File: config.mk
export PLATFORM = sky130hd
export DESIGN_NAME = lcd_refresh_ctrl
export DESIGN_NICKNAME = d
export VERILOG_FILES = /design/src/rtl/lcdr_pkg.sv /design/src/rtl/lcdr_geom.sv /design/src/rtl/lcdr_timing.sv /design/src/rtl/lcdr_fetch.sv /design/src/rtl/lcdr_bias.sv /design/src/rtl/lcd_refresh_ctrl.sv
export SDC_FILE = /design/constraint.sdc
export NUM_CORES = 1
export LEC_CHECK = 0
export BUFFER_PORTS_ARGS = -buffer_cell sky130_fd_sc_hd__buf_4
export CORE_ASPECT_RATIO = 2
export CORE_MARGIN = 10
export CORE_UTILIZATION = 52
export CTS_BUF_LIST = sky130_fd_sc_hd__clkbuf_4 sky130_fd_sc_hd__clkbuf_8 sky130_fd_sc_hd__clkbuf_16
export DETAILED_ROUTE_END_ITERATION = 12
export HOLD_SLACK_MARGIN = 0.06
export PLACE_DENSITY = 0.78
export REMOVE_ABC_BUFFERS = 1
export SYNTH_ARGS = -nofsm -noshare
export SYNTH_HDL_FRONTEND = slang
export SYNTH_SLANG_ARGS = --single-unit
File: constraint.sdc
create_clock -name clk -period 3.8 [get_ports clk]
set_clock_uncertainty 0.2 [all_clocks]
set_input_delay 0 -clock clk [delete_from_list [all_inputs] [get_ports clk]]
set_output_delay 0 -clock clk [all_outputs]
set_load 0.02 [all_outputs]
File: src/rtl/lcdr_pkg.sv
package lcdr_pkg;

  typedef enum logic [1:0] {
    ST_IDLE  = 2'd0,
    ST_FETCH = 2'd1,
    ST_SHIFT = 2'd2
  } fetch_st_e;

  localparam logic [1:0] DEPTH_MONO   = 2'd0;
  localparam logic [1:0] DEPTH_GREY2  = 2'd1;
  localparam logic [1:0] DEPTH_GREY4  = 2'd2;
  localparam logic [1:0] DEPTH_COLOR8 = 2'd3;

endpackage

File: src/rtl/lcdr_geom.sv
module lcdr_geom
  import lcdr_pkg::*;
#(
  parameter int DIM_W = 10
) (
  input  logic [DIM_W-1:0] width_px,
  input  logic [DIM_W-1:0] height_px,
  input  logic [1:0]       depth,
  input  logic             split,
  output logic [DIM_W-1:0] grp_max,
  output logic [DIM_W-1:0] line_max
);

  // last group index on a line; color without split packs R,G,B per pixel
  function automatic logic [DIM_W-1:0] groups_minus1(
    input logic [DIM_W-1:0] w, input logic [1:0] d, input logic s);
    logic [DIM_W+1:0] tripled;
    tripled = {2'b00, (w >> 3)} * (DIM_W+2)'(3);
    if (d == DEPTH_COLOR8 && !s) return tripled[DIM_W-1:0] - DIM_W'(1);
    return (w >> 2) - DIM_W'(1);
  endfunction

  // last line index; a split panel scans both halves at once
  function automatic logic [DIM_W-1:0] lines_minus1(
    input logic [DIM_W-1:0] h, input logic s);
    if (s) return (h >> 1) - DIM_W'(1);
    return h - DIM_W'(1);
  endfunction

  assign grp_max  = groups_minus1(width_px, depth, split);
  assign line_max = lines_minus1(height_px, split);

endmodule

File: src/rtl/lcdr_timing.sv
module lcdr_timing #(
  parameter int DIM_W = 10
) (
  input  logic             clk,
  input  logic             rst_n,
  input  logic             clear,
  input  logic             nib_tick,
  input  logic [DIM_W-1:0] grp_max,
  input  logic [DIM_W-1:0] line_max,
  output logic             line_end,
  output logic             frame_end
);

  logic [DIM_W-1:0] grp_cnt;
  logic [DIM_W-1:0] line_cnt;

  assign line_end  = nib_tick && (grp_cnt == grp_max);
  assign frame_end = line_end && (line_cnt == line_max);

  always_ff @(posedge clk or negedge rst_n) begin
    if (!rst_n) begin
      grp_cnt  <= '0;
      line_cnt <= '0;
    end else if (clear) begin
      grp_cnt  <= '0;
      line_cnt <= '0;
    end else if (nib_tick) begin
      if (line_end) begin
        grp_cnt  <= '0;
        line_cnt <= frame_end ? '0 : line_cnt + DIM_W'(1);
      end else begin
        grp_cnt <= grp_cnt + DIM_W'(1);
      end
    end
  end

  AST_GROUP_IN_RANGE: assert property (@(posedge clk) disable iff (!rst_n)
    !clear |-> (grp_cnt <= grp_max));

endmodule

File: src/rtl/lcdr_fetch.sv
module lcdr_fetch
  import lcdr_pkg::*;
#(
  parameter int ADDR_W = 16,
  parameter int WORD_W = 32
) (
  input  logic              clk,
  input  logic              rst_n,
  input  logic              run,
  input  logic [ADDR_W-1:0] fb_start,
  input  logic [ADDR_W-1:0] fb_end,
  input  logic              frame_end,
  output logic              mem_req,
  output logic [ADDR_W-1:0] mem_addr,
  input  logic              mem_valid,
  input  logic [WORD_W-1:0] mem_rdata,
  output logic              nib_tick,
  output logic [3:0]        nib_data
);

  localparam int NIBS  = WORD_W / 4;
  localparam int IDX_W = $clog2(NIBS);
  localparam int STEP  = WORD_W / 8;

  fetch_st_e         state;
  logic [ADDR_W-1:0] addr;
  logic [WORD_W-1:0] shreg;
  logic [IDX_W-1:0]  idx;

  function automatic logic [ADDR_W-1:0] advance(
    input logic [ADDR_W-1:0] a, input logic [ADDR_W-1:0] lo, input logic [ADDR_W-1:0] hi);
    logic [ADDR_W:0] sum;
    sum = {1'b0, a} + (ADDR_W+1)'(STEP);
    if (sum >= {1'b0, hi}) return lo;
    return sum[ADDR_W-1:0];
  endfunction

  assign mem_req  = run && (state == ST_FETCH);
  assign mem_addr = addr;
  assign nib_tick = run && (state == ST_SHIFT);
  assign nib_data = shreg[WORD_W-1 -: 4];

  always_ff @(posedge clk or negedge rst_n) begin
    if (!rst_n) begin
      state <= ST_IDLE;
      addr  <= '0;
      shreg <= '0;
      idx   <= '0;
    end else if (!run) begin
      state <= ST_IDLE;
      addr  <= fb_start;
      idx   <= '0;
    end else begin
      case (state)
        ST_IDLE: state <= ST_FETCH;
        ST_FETCH: if (mem_valid) begin
          shreg <= mem_rdata;
          idx   <= '0;
          state <= ST_SHIFT;
        end
        ST_SHIFT: begin
          shreg <= shreg << 4;
          idx   <= idx + IDX_W'(1);
          if (frame_end) begin
            addr  <= fb_start;
            state <= ST_FETCH;
          end else if (idx == IDX_W'(NIBS - 1)) begin
            addr  <= advance(addr, fb_start, fb_end);
            state <= ST_FETCH;
          end
        end
        default: state <= ST_IDLE;
      endcase
    end
  end

  AST_REQ_HELD: assert property (@(posedge clk) disable iff (!rst_n)
    (mem_req && !mem_valid) |=> (!mem_req || $stable(mem_addr)));
  AST_WORD_THEN_NIBBLE: assert property (@(posedge clk) disable iff (!rst_n)
    (mem_req && mem_valid) |=> (nib_tick || !run));
  AST_WRAP_TO_START: assert property (@(posedge clk) disable iff (!rst_n)
    frame_end |=> (mem_addr == $past(fb_start)));

endmodule

File: src/rtl/lcdr_bias.sv
module lcdr_bias #(
  parameter int DF_W = 8
) (
  input  logic            clk,
  input  logic            rst_n,
  input  logic            vid_en,
  input  logic            df_mode,
  input  logic [DF_W-1:0] df_rate,
  input  logic            line_end,
  input  logic            frame_end,
  output logic            df_out
);

  logic            df_q;
  logic [DF_W-1:0] lcnt;

  assign df_out = vid_en & df_q;

  always_ff @(posedge clk or negedge rst_n) begin
    if (!rst_n) begin
      df_q <= 1'b0;
      lcnt <= '0;
    end else if (!vid_en) begin
      df_q <= 1'b0;
      lcnt <= '0;
    end else if (!df_mode) begin
      lcnt <= '0;
      if (frame_end) df_q <= ~df_q;
    end else if (line_end) begin
      if (lcnt == df_rate) begin
        df_q <= ~df_q;
        lcnt <= '0;
      end else begin
        lcnt <= lcnt + DF_W'(1);
      end
    end
  end

  AST_DF_FRAME_ONLY: assert property (@(posedge clk) disable iff (!rst_n)
    (vid_en && !df_mode && !frame_end) |=> $stable(df_q));

endmodule

File: src/rtl/lcd_refresh_ctrl.sv
module lcd_refresh_ctrl #(
  parameter int ADDR_W = 16,
  parameter int DIM_W  = 10,
  parameter int DF_W   = 8,
  parameter int WORD_W = 32
) (
  input  logic              clk,
  input  logic              rst_n,
  input  logic              vid_en,
  input  logic              disp_on,
  input  logic              freeze_req,
  input  logic              invert,
  input  logic              split_mode,
  input  logic [1:0]        depth_sel,
  input  logic              df_mode,
  input  logic [DF_W-1:0]   df_rate,
  input  logic [DIM_W-1:0]  pnl_width,
  input  logic [DIM_W-1:0]  pnl_height,
  input  logic [ADDR_W-1:0] fb_start,
  input  logic [ADDR_W-1:0] fb_end,
  output logic              mem_req,
  output logic [ADDR_W-1:0] mem_addr,
  input  logic              mem_valid,
  input  logic [WORD_W-1:0] mem_rdata,
  output logic [3:0]        pnl_data,
  output logic              pix_clk,
  output logic              line_strobe,
  output logic              frame_strobe,
  output logic              df_out
);

  logic             halted_q;
  logic             run;
  logic             nib_tick;
  logic [3:0]       nib_data;
  logic             line_end;
  logic             frame_end;
  logic [DIM_W-1:0] grp_max;
  logic [DIM_W-1:0] line_max;

  assign run = vid_en & disp_on & ~halted_q;

  // freeze takes effect only on the frame boundary; cleared by dropping enable
  always_ff @(posedge clk or negedge rst_n) begin
    if (!rst_n)                       halted_q <= 1'b0;
    else if (!vid_en)                 halted_q <= 1'b0;
    else if (frame_end && freeze_req) halted_q <= 1'b1;
  end

  lcdr_geom #(.DIM_W(DIM_W)) u_geom (
    .width_px (pnl_width),
    .height_px(pnl_height),
    .depth    (depth_sel),
    .split    (split_mode),
    .grp_max  (grp_max),
    .line_max (line_max)
  );

  lcdr_fetch #(.ADDR_W(ADDR_W), .WORD_W(WORD_W)) u_fetch (
    .clk      (clk),
    .rst_n    (rst_n),
    .run      (run),
    .fb_start (fb_start),
    .fb_end   (fb_end),
    .frame_end(frame_end),
    .mem_req  (mem_req),
    .mem_addr (mem_addr),
    .mem_valid(mem_valid),
    .mem_rdata(mem_rdata),
    .nib_tick (nib_tick),
    .nib_data (nib_data)
  );

  lcdr_timing #(.DIM_W(DIM_W)) u_timing (
    .clk      (clk),
    .rst_n    (rst_n),
    .clear    (~run),
    .nib_tick (nib_tick),
    .grp_max  (grp_max),
    .line_max (line_max),
    .line_end (line_end),
    .frame_end(frame_end)
  );

  lcdr_bias #(.DF_W(DF_W)) u_bias (
    .clk      (clk),
    .rst_n    (rst_n),
    .vid_en   (vid_en),
    .df_mode  (df_mode),
    .df_rate  (df_rate),
    .line_end (line_end),
    .frame_end(frame_end),
    .df_out   (df_out)
  );

  assign pix_clk      = nib_tick;
  assign pnl_data     = nib_tick ? (nib_data ^ {4{invert}}) : 4'b0000;
  assign line_strobe  = line_end;
  assign frame_strobe = frame_end;

  AST_HALT_AFTER_FRAME: assert property (@(posedge clk) disable iff (!rst_n)
    (frame_strobe && freeze_req) |=> (!pix_clk && !mem_req));
  AST_DARK_WHEN_OFF: assert property (@(posedge clk) disable iff (!rst_n)
    !disp_on |-> (!mem_req && !pix_clk && pnl_data == 4'b0000));

endmodule

======== Yosys cells after proc, flatten, opt, wreduce, memory -nomap -nowiden ========
Cells that the tools add are included.
cells by class
  $add $sub $neg .......................... 9
  $mul .................................... 1
  $lt $le $gt $ge ......................... 1
  equality and inequality tests ........... 19
  multiplexer cells ....................... 46
  bitwise logic cells ..................... 6
  reductions and logical operators ........ 15
operators with widths
  kind                     number
  $mux W10                 11
  $mux W16                 6
  $pmux W32 S2             1
  $mux W32                 1
  $mux W8                  4
  $add A10 B1 Y10 const B  2
  $eq A10 B10 Y1           2
  $sub A10 B1 Y10 const B  2
  $add A16 B3 Y17 const B  1
  $ge A17 B16 Y1           1
  $mux W1                  14
  $sub A9 B1 Y10 const B   1
  $mul A7 B2 Y9 const B    1
  $ne A3 B3 Y1 const B     3
  $sub A8 B1 Y9 const B    1
  $add A8 B1 Y8 const B    1
  $eq A8 B8 Y1             1
  $mux W2                  4
  $reduce_and A2 Y1        4
  $logic_and A1 B1 Y1      6
  $mux W3                  2
  $ne A2 B2 Y1 const B     3
  $ne A3 B2 Y1 const B     2
  $pmux W2 S3              1
  16 further kinds         22
storage, ports and cells
  flip-flop bits (word level) ............. 83
  output and inout bits ................... 25

======== Depth between registers and ports, before layout ========
  depth after elaboration ................. 15
  gate-level depth with buffers ........... 18
  depth with buffers taken out ............ 17

======== Hierarchy ========
From an unflattened synthesis, not the netlist that was laid out.
second synthesis, totals
  cell total of the unflattened synthesis .. 758
  area, all modules ....................... 6498.7 um^2
modules (own cells, without submodules)
  module            times used  cells an instance  area an instance (um^2)
  lcdr_fetch        1           389                3384.5
  lcdr_timing       1           145                1295.0
  lcdr_geom         1           145                1039.7
  lcdr_bias         1           65                 669.4
  lcd_refresh_ctrl  1           14                 110.1

======== Worst setup path after synthesis ========
OpenSTA, ideal clock, no wires.
  path kind ............................... input port to flip-flop
  start point ............................. in split_mode
  end point ............................... reg u_fetch.addr[15], in the netlist u_fetch.mem_addr[15]
  setup time .............................. 125 ps
  arrival ................................. 3532 ps
  required time ........................... 3475 ps
  path slack .............................. -57 ps
  stages on the path ...................... 15
  path through ............................ buf_2 > buf_2 > clkbuf_1 > mux2i_1 > ha_1 > or3b_1 > nor4_1 > xnor2_1 > and2_0 > mux2i_1 > a221o_1 > nand4bb_1 > o31ai_4 > mux2_2 > mux2_4
on the way
  longest elaborated chain between the ends .. 10
  elaborated cells on any way between the ends .. 15
  those cells by class .................... eq/ne: 3; mux: 7; reduce/logical: 5
ends and longest elaborated chain
  element                line                    RTL
  from (decl)            lcd_refresh_ctrl.sv:13  input logic split_mode,
  $logic_not A1 Y1       lcdr_geom.sv:19         if (d == DEPTH_COLOR8 && !s) return tripled[DIM_W-1:0] - DIM_W'(1);
  $logic_and A1 B1 Y1    lcdr_geom.sv:19
  $mux W1                lcdr_geom.sv:19
  $mux W10               lcdr_geom.sv:20         return (w >> 2) - DIM_W'(1);
  $eq A10 B10 Y1         lcdr_timing.sv:17       assign line_end = nib_tick && (grp_cnt == grp_max);
  $logic_and A1 B1 Y1    lcdr_timing.sv:17
  $logic_and A1 B1 Y1 *  lcdr_timing.sv:18       assign frame_end = line_end && (line_cnt == line_max);
  $mux W16               lcdr_fetch.sv:64        if (frame_end) begin
  $mux W16               lcdr_fetch.sv:54        case (state)
  $mux W16               lcdr_fetch.sv:49        end else if (!run) begin
  to (signal assigned)   lcdr_fetch.sv:51        addr <= fb_start;
  to (signal assigned)   lcdr_fetch.sv:65        addr <= fb_start;
  to (signal assigned)   lcdr_fetch.sv:68        addr <= advance(addr, fb_start, fb_end);
  to (decl)              lcdr_fetch.sv:26        logic [ADDR_W-1:0] addr;
Mark *: on every way between the ends. The rest lies on a longest branch, timed or not. The select of a mux whose other input is x is not followed.
A chain may end at the register's enable or synchronous reset.

======== Worst setup path in the final report ========
  start point ............................. reg u_fetch.addr[2], in the netlist u_fetch.mem_addr[2]
  end point ............................... reg u_fetch.addr[15], in the netlist u_fetch.mem_addr[15]
on the way
  longest elaborated chain between the ends .. 12
ends and longest elaborated chain
  element            line              RTL
  $add A16 B3 Y17 *  lcdr_fetch.sv:33  sum = {1'b0, a} + (ADDR_W+1)'(STEP);
  $ge A17 B16 Y1     lcdr_fetch.sv:34  if (sum >= {1'b0, hi}) return lo;
  $mux W1            lcdr_fetch.sv:34
  $mux W1            lcdr_fetch.sv:67  end else if (idx == IDX_W'(NIBS - 1)) begin
  $mux W1            lcdr_fetch.sv:64
  $mux W1            lcdr_fetch.sv:54
  $mux W1            lcdr_fetch.sv:49
  $mux W16 *         lcdr_fetch.sv:35  return sum[ADDR_W-1:0];
  $mux W16 *         lcdr_fetch.sv:67
  $mux W16 *         lcdr_fetch.sv:64
  $mux W16 *         lcdr_fetch.sv:54
  $mux W16 *         lcdr_fetch.sv:49
Marked as above.

==> results.cfg <==
[layout]
antenna-diode-count = 0
drive_gt1_frac = 0.257
fillers = 953
area_growth_pct = 35.8
fin_nets = 1149
layout_common_cells = buf_4, dfrtp_1, nand2_1
final_common_cell = buf_4
design_area_um2 = 9330
regArea_um2 = 2080
fin_cells = 1161
multi_input_area_um2 = 4630

[synth]
yosys_warnings = 0
synthMuxAreaShare = 0.0919
synth_cell_type_count = 86
synthSimpleGateAreaFrac = 0.225
ys.flop_type = dfrtp_1
synth.top_cells.by_area = dfrtp_1, ha_1, mux2i_1
synth_fa_ha_area_frac = 0.0776
synth-xor-area-share = 0.0808
syn_area_per_cell_um2 = 8.77
syn_area_um2 = 6870
netlist.area_leader.share = 0.302
synth_top_family_by_area = simple AND/OR/NAND/NOR gates
synth-edff-count = 0
yosysSeqAreaShare = 0.302
ys_ff_latch = 83
yosys.area.top_type = dfrtp_1
syn_inst = 784
ys_async_sr_fraction = 1.00
synth_compound_area_frac = 0.179

[detailed_routing]
ant_nets = 0
route.detailed.drc = 0
wl_per_cell_um = 18.1
drtPass1Iterations = 7
vias = 6734
drt-vias-per-instance = 5.80
met2WireLength_mm = 12.1
highest_layer = met4
drt-total-wl_mm = 21.0
dr_wl_met3_um = 851
drtIter0Drc = 334
met1Wirelength_mm = 7.01

[global_routing]
overflow = 0
grt_pass1_wl_mm = 33.8
antenna_found_initial = 0
grt_use_total = 0.222
grt_pass1_vias = 7098
grt_max_degree = 61

[critical_path]
reg2reg_slack_ps = 110
cp.arrival_ps = 3720
criticalPathCategory = reg2reg
worstSetupStartpointType = flop
cp_max_fo = 5
endpoint_kind = flop
cp.required_ps = 3830

[floorplan]
initial_core_util = 0.529
core_um2 = 13000
rows = 59
die_area_um2 = 18500
die_h_um = 183
io_pins = 128
die_w_um = 101

[pwr]
p_total_mw = 3.02
vdd_drop_max_mv = 0.429
p_per_area_nw_per_um2 = 323
leakage_nw = 4.34

[sta]
slew_headroom = 0.477
fmax_ghz = 0.271
fin_tns_setup_ps = 0
period_share = 0.972
maxSlewViolCount = 0
worstMarginPinSlew_ps = 785
finalHoldViolations = 0
setup_viol = 0
whs_ps = 64.1
min_period_ps = 3690

[cts]
cts_max_level = 3
clockBufferDepth = 2
clkSinkCount = 83
insertion_delay_ps = 340
cts_tree = done
cts-root-buf = clkbuf_16
cts_buffers = 9
clk_pin_slew_ps = 70

[place]
routabilityCongestion = 0.923
dp_cells = 1078
io_buffers = 125
placed_cell_area_um2 = 8230
hpwl_mm = 15.1

[status]
status = finished, final reports clean

[hold_path]
hp-class = in2async

[job]
maxCapViolCount = 0
-- area by class of cell --
class,instances,share of cell area
multi-input combinational,631,0.496
sequential,83,0.223
timing repair buffer,241,0.210
clock buffer,9,0.0241
tap,152,0.0204
inverter,38,0.0153
clock inverter,7,0.0111
-- state kept, by name, indices dropped and copies added (netlist names) --
| name | count |
|---|---|
| halted_q | 1 |
| u_bias.df_q | 1 |
| u_bias.lcnt | 8 |
| u_fetch.idx | 3 |
| u_fetch.mem_addr | 16 |
| u_fetch.shreg | 32 |
| u_fetch.state | 2 |
| u_timing.grp_cnt | 10 |
| u_timing.line_cnt | 10 |
-- stage by stage --
| step | utilization | setup WS [ps] |
|---|---|---|
| 2_1_floorplan | - | -2210 |
| 3_3_place_gp | 0.634 | -6.02 |
| 3_5_place_dp | 0.634 | -85.0 |
| 4_1_cts | 0.710 | 2.10 |
| 5_1_grt | 0.718 | -39.9 |
| 6_report | 0.718 | 106 |
-- cells by family after synthesis --
group,after synthesis
multiplexers,61
buffers and inverters,70
AO/OA/AOI/OAI,181
flip-flops,83
AND/OR/NAND/NOR,286
XOR/XNOR,61
adder cells (fa/ha/maj),42
-- critical path, stage by stage, from the launching register on --
cell,delay [ps]
dfrtp_1,370
ha_2,190
and3_4,190
and3_4,180
and4_4,240
and4_4,230
xor2_1,160
ha_1,280
nand3_2,80
nand2b_4,120
nor3_2,40
a211oi_2,230
o211ai_1,150
nor2_1,190
o31ai_4,150
mux2_4,320
mux2_4,250
-- synthesized netlist by cell type, drive strengths merged, types with 6 or more instances --
master  instances
inv            38
nor4            7
nor2           56
dfrtp          83
mux2           11
nand2          76
nand4           6
mux2i          50
nand3          32
nor2b           9
a22oi           9
xnor2          31
clkbuf         22
nand2b         16
o21a           14
a21oi          28
xor2           29
a21o            8
or3             9
ha             41
nand3b          6
buf            10
and2            7
o21ai          75
nor3           17
a31oi           6
and3           25
-- path summary, 6_finish.rpt --
| check | start | endpoint | cells after the start |
|---|---|---|---|
| setup reg to reg | u_fetch.mem_addr[2] | u_fetch.mem_addr[15] | 16 |
| hold reg to reg | u_fetch.shreg[22] | u_fetch.shreg[22] | 2 |
| hold / removal | rst_n | u_timing.line_cnt[4] | 2 |
| min in group clk | disp_on | u_fetch.mem_addr[7] | 5 |
| max in group asynchronous | rst_n | u_fetch.mem_addr[7] | 3 |
| setup / recovery | u_fetch.mem_addr[2] | u_fetch.mem_addr[15] | 16 |
-- layer usage --
metal	GRT usage	up-vias
li1	-	3244
met1	0.203	3246
met2	0.436	182
met3	0.0341	62
met4	0.120	0
met5	0	-
-- report_power, final --
| part | internal [mW] | switching [mW] | total (mW) |
|---|---|---|---|
| registers | 0.998 | 0.0992 | 1.10 |
| clock network | 0.588 | 0.393 | 0.981 |
| logic | 0.474 | 0.463 | 0.936 |
-- what timing repair did --
action / CTS / global route
endpoints found under the setup margin: 6 / 16
gates resized for setup: 2 / 21
hold buffers: 62 / 0
pin swaps: 3 / 13
hold endpoints to repair: 118 / 0
buffers inserted: 3 / 2
Note: power is estimated with default switching activity, not from simulation.
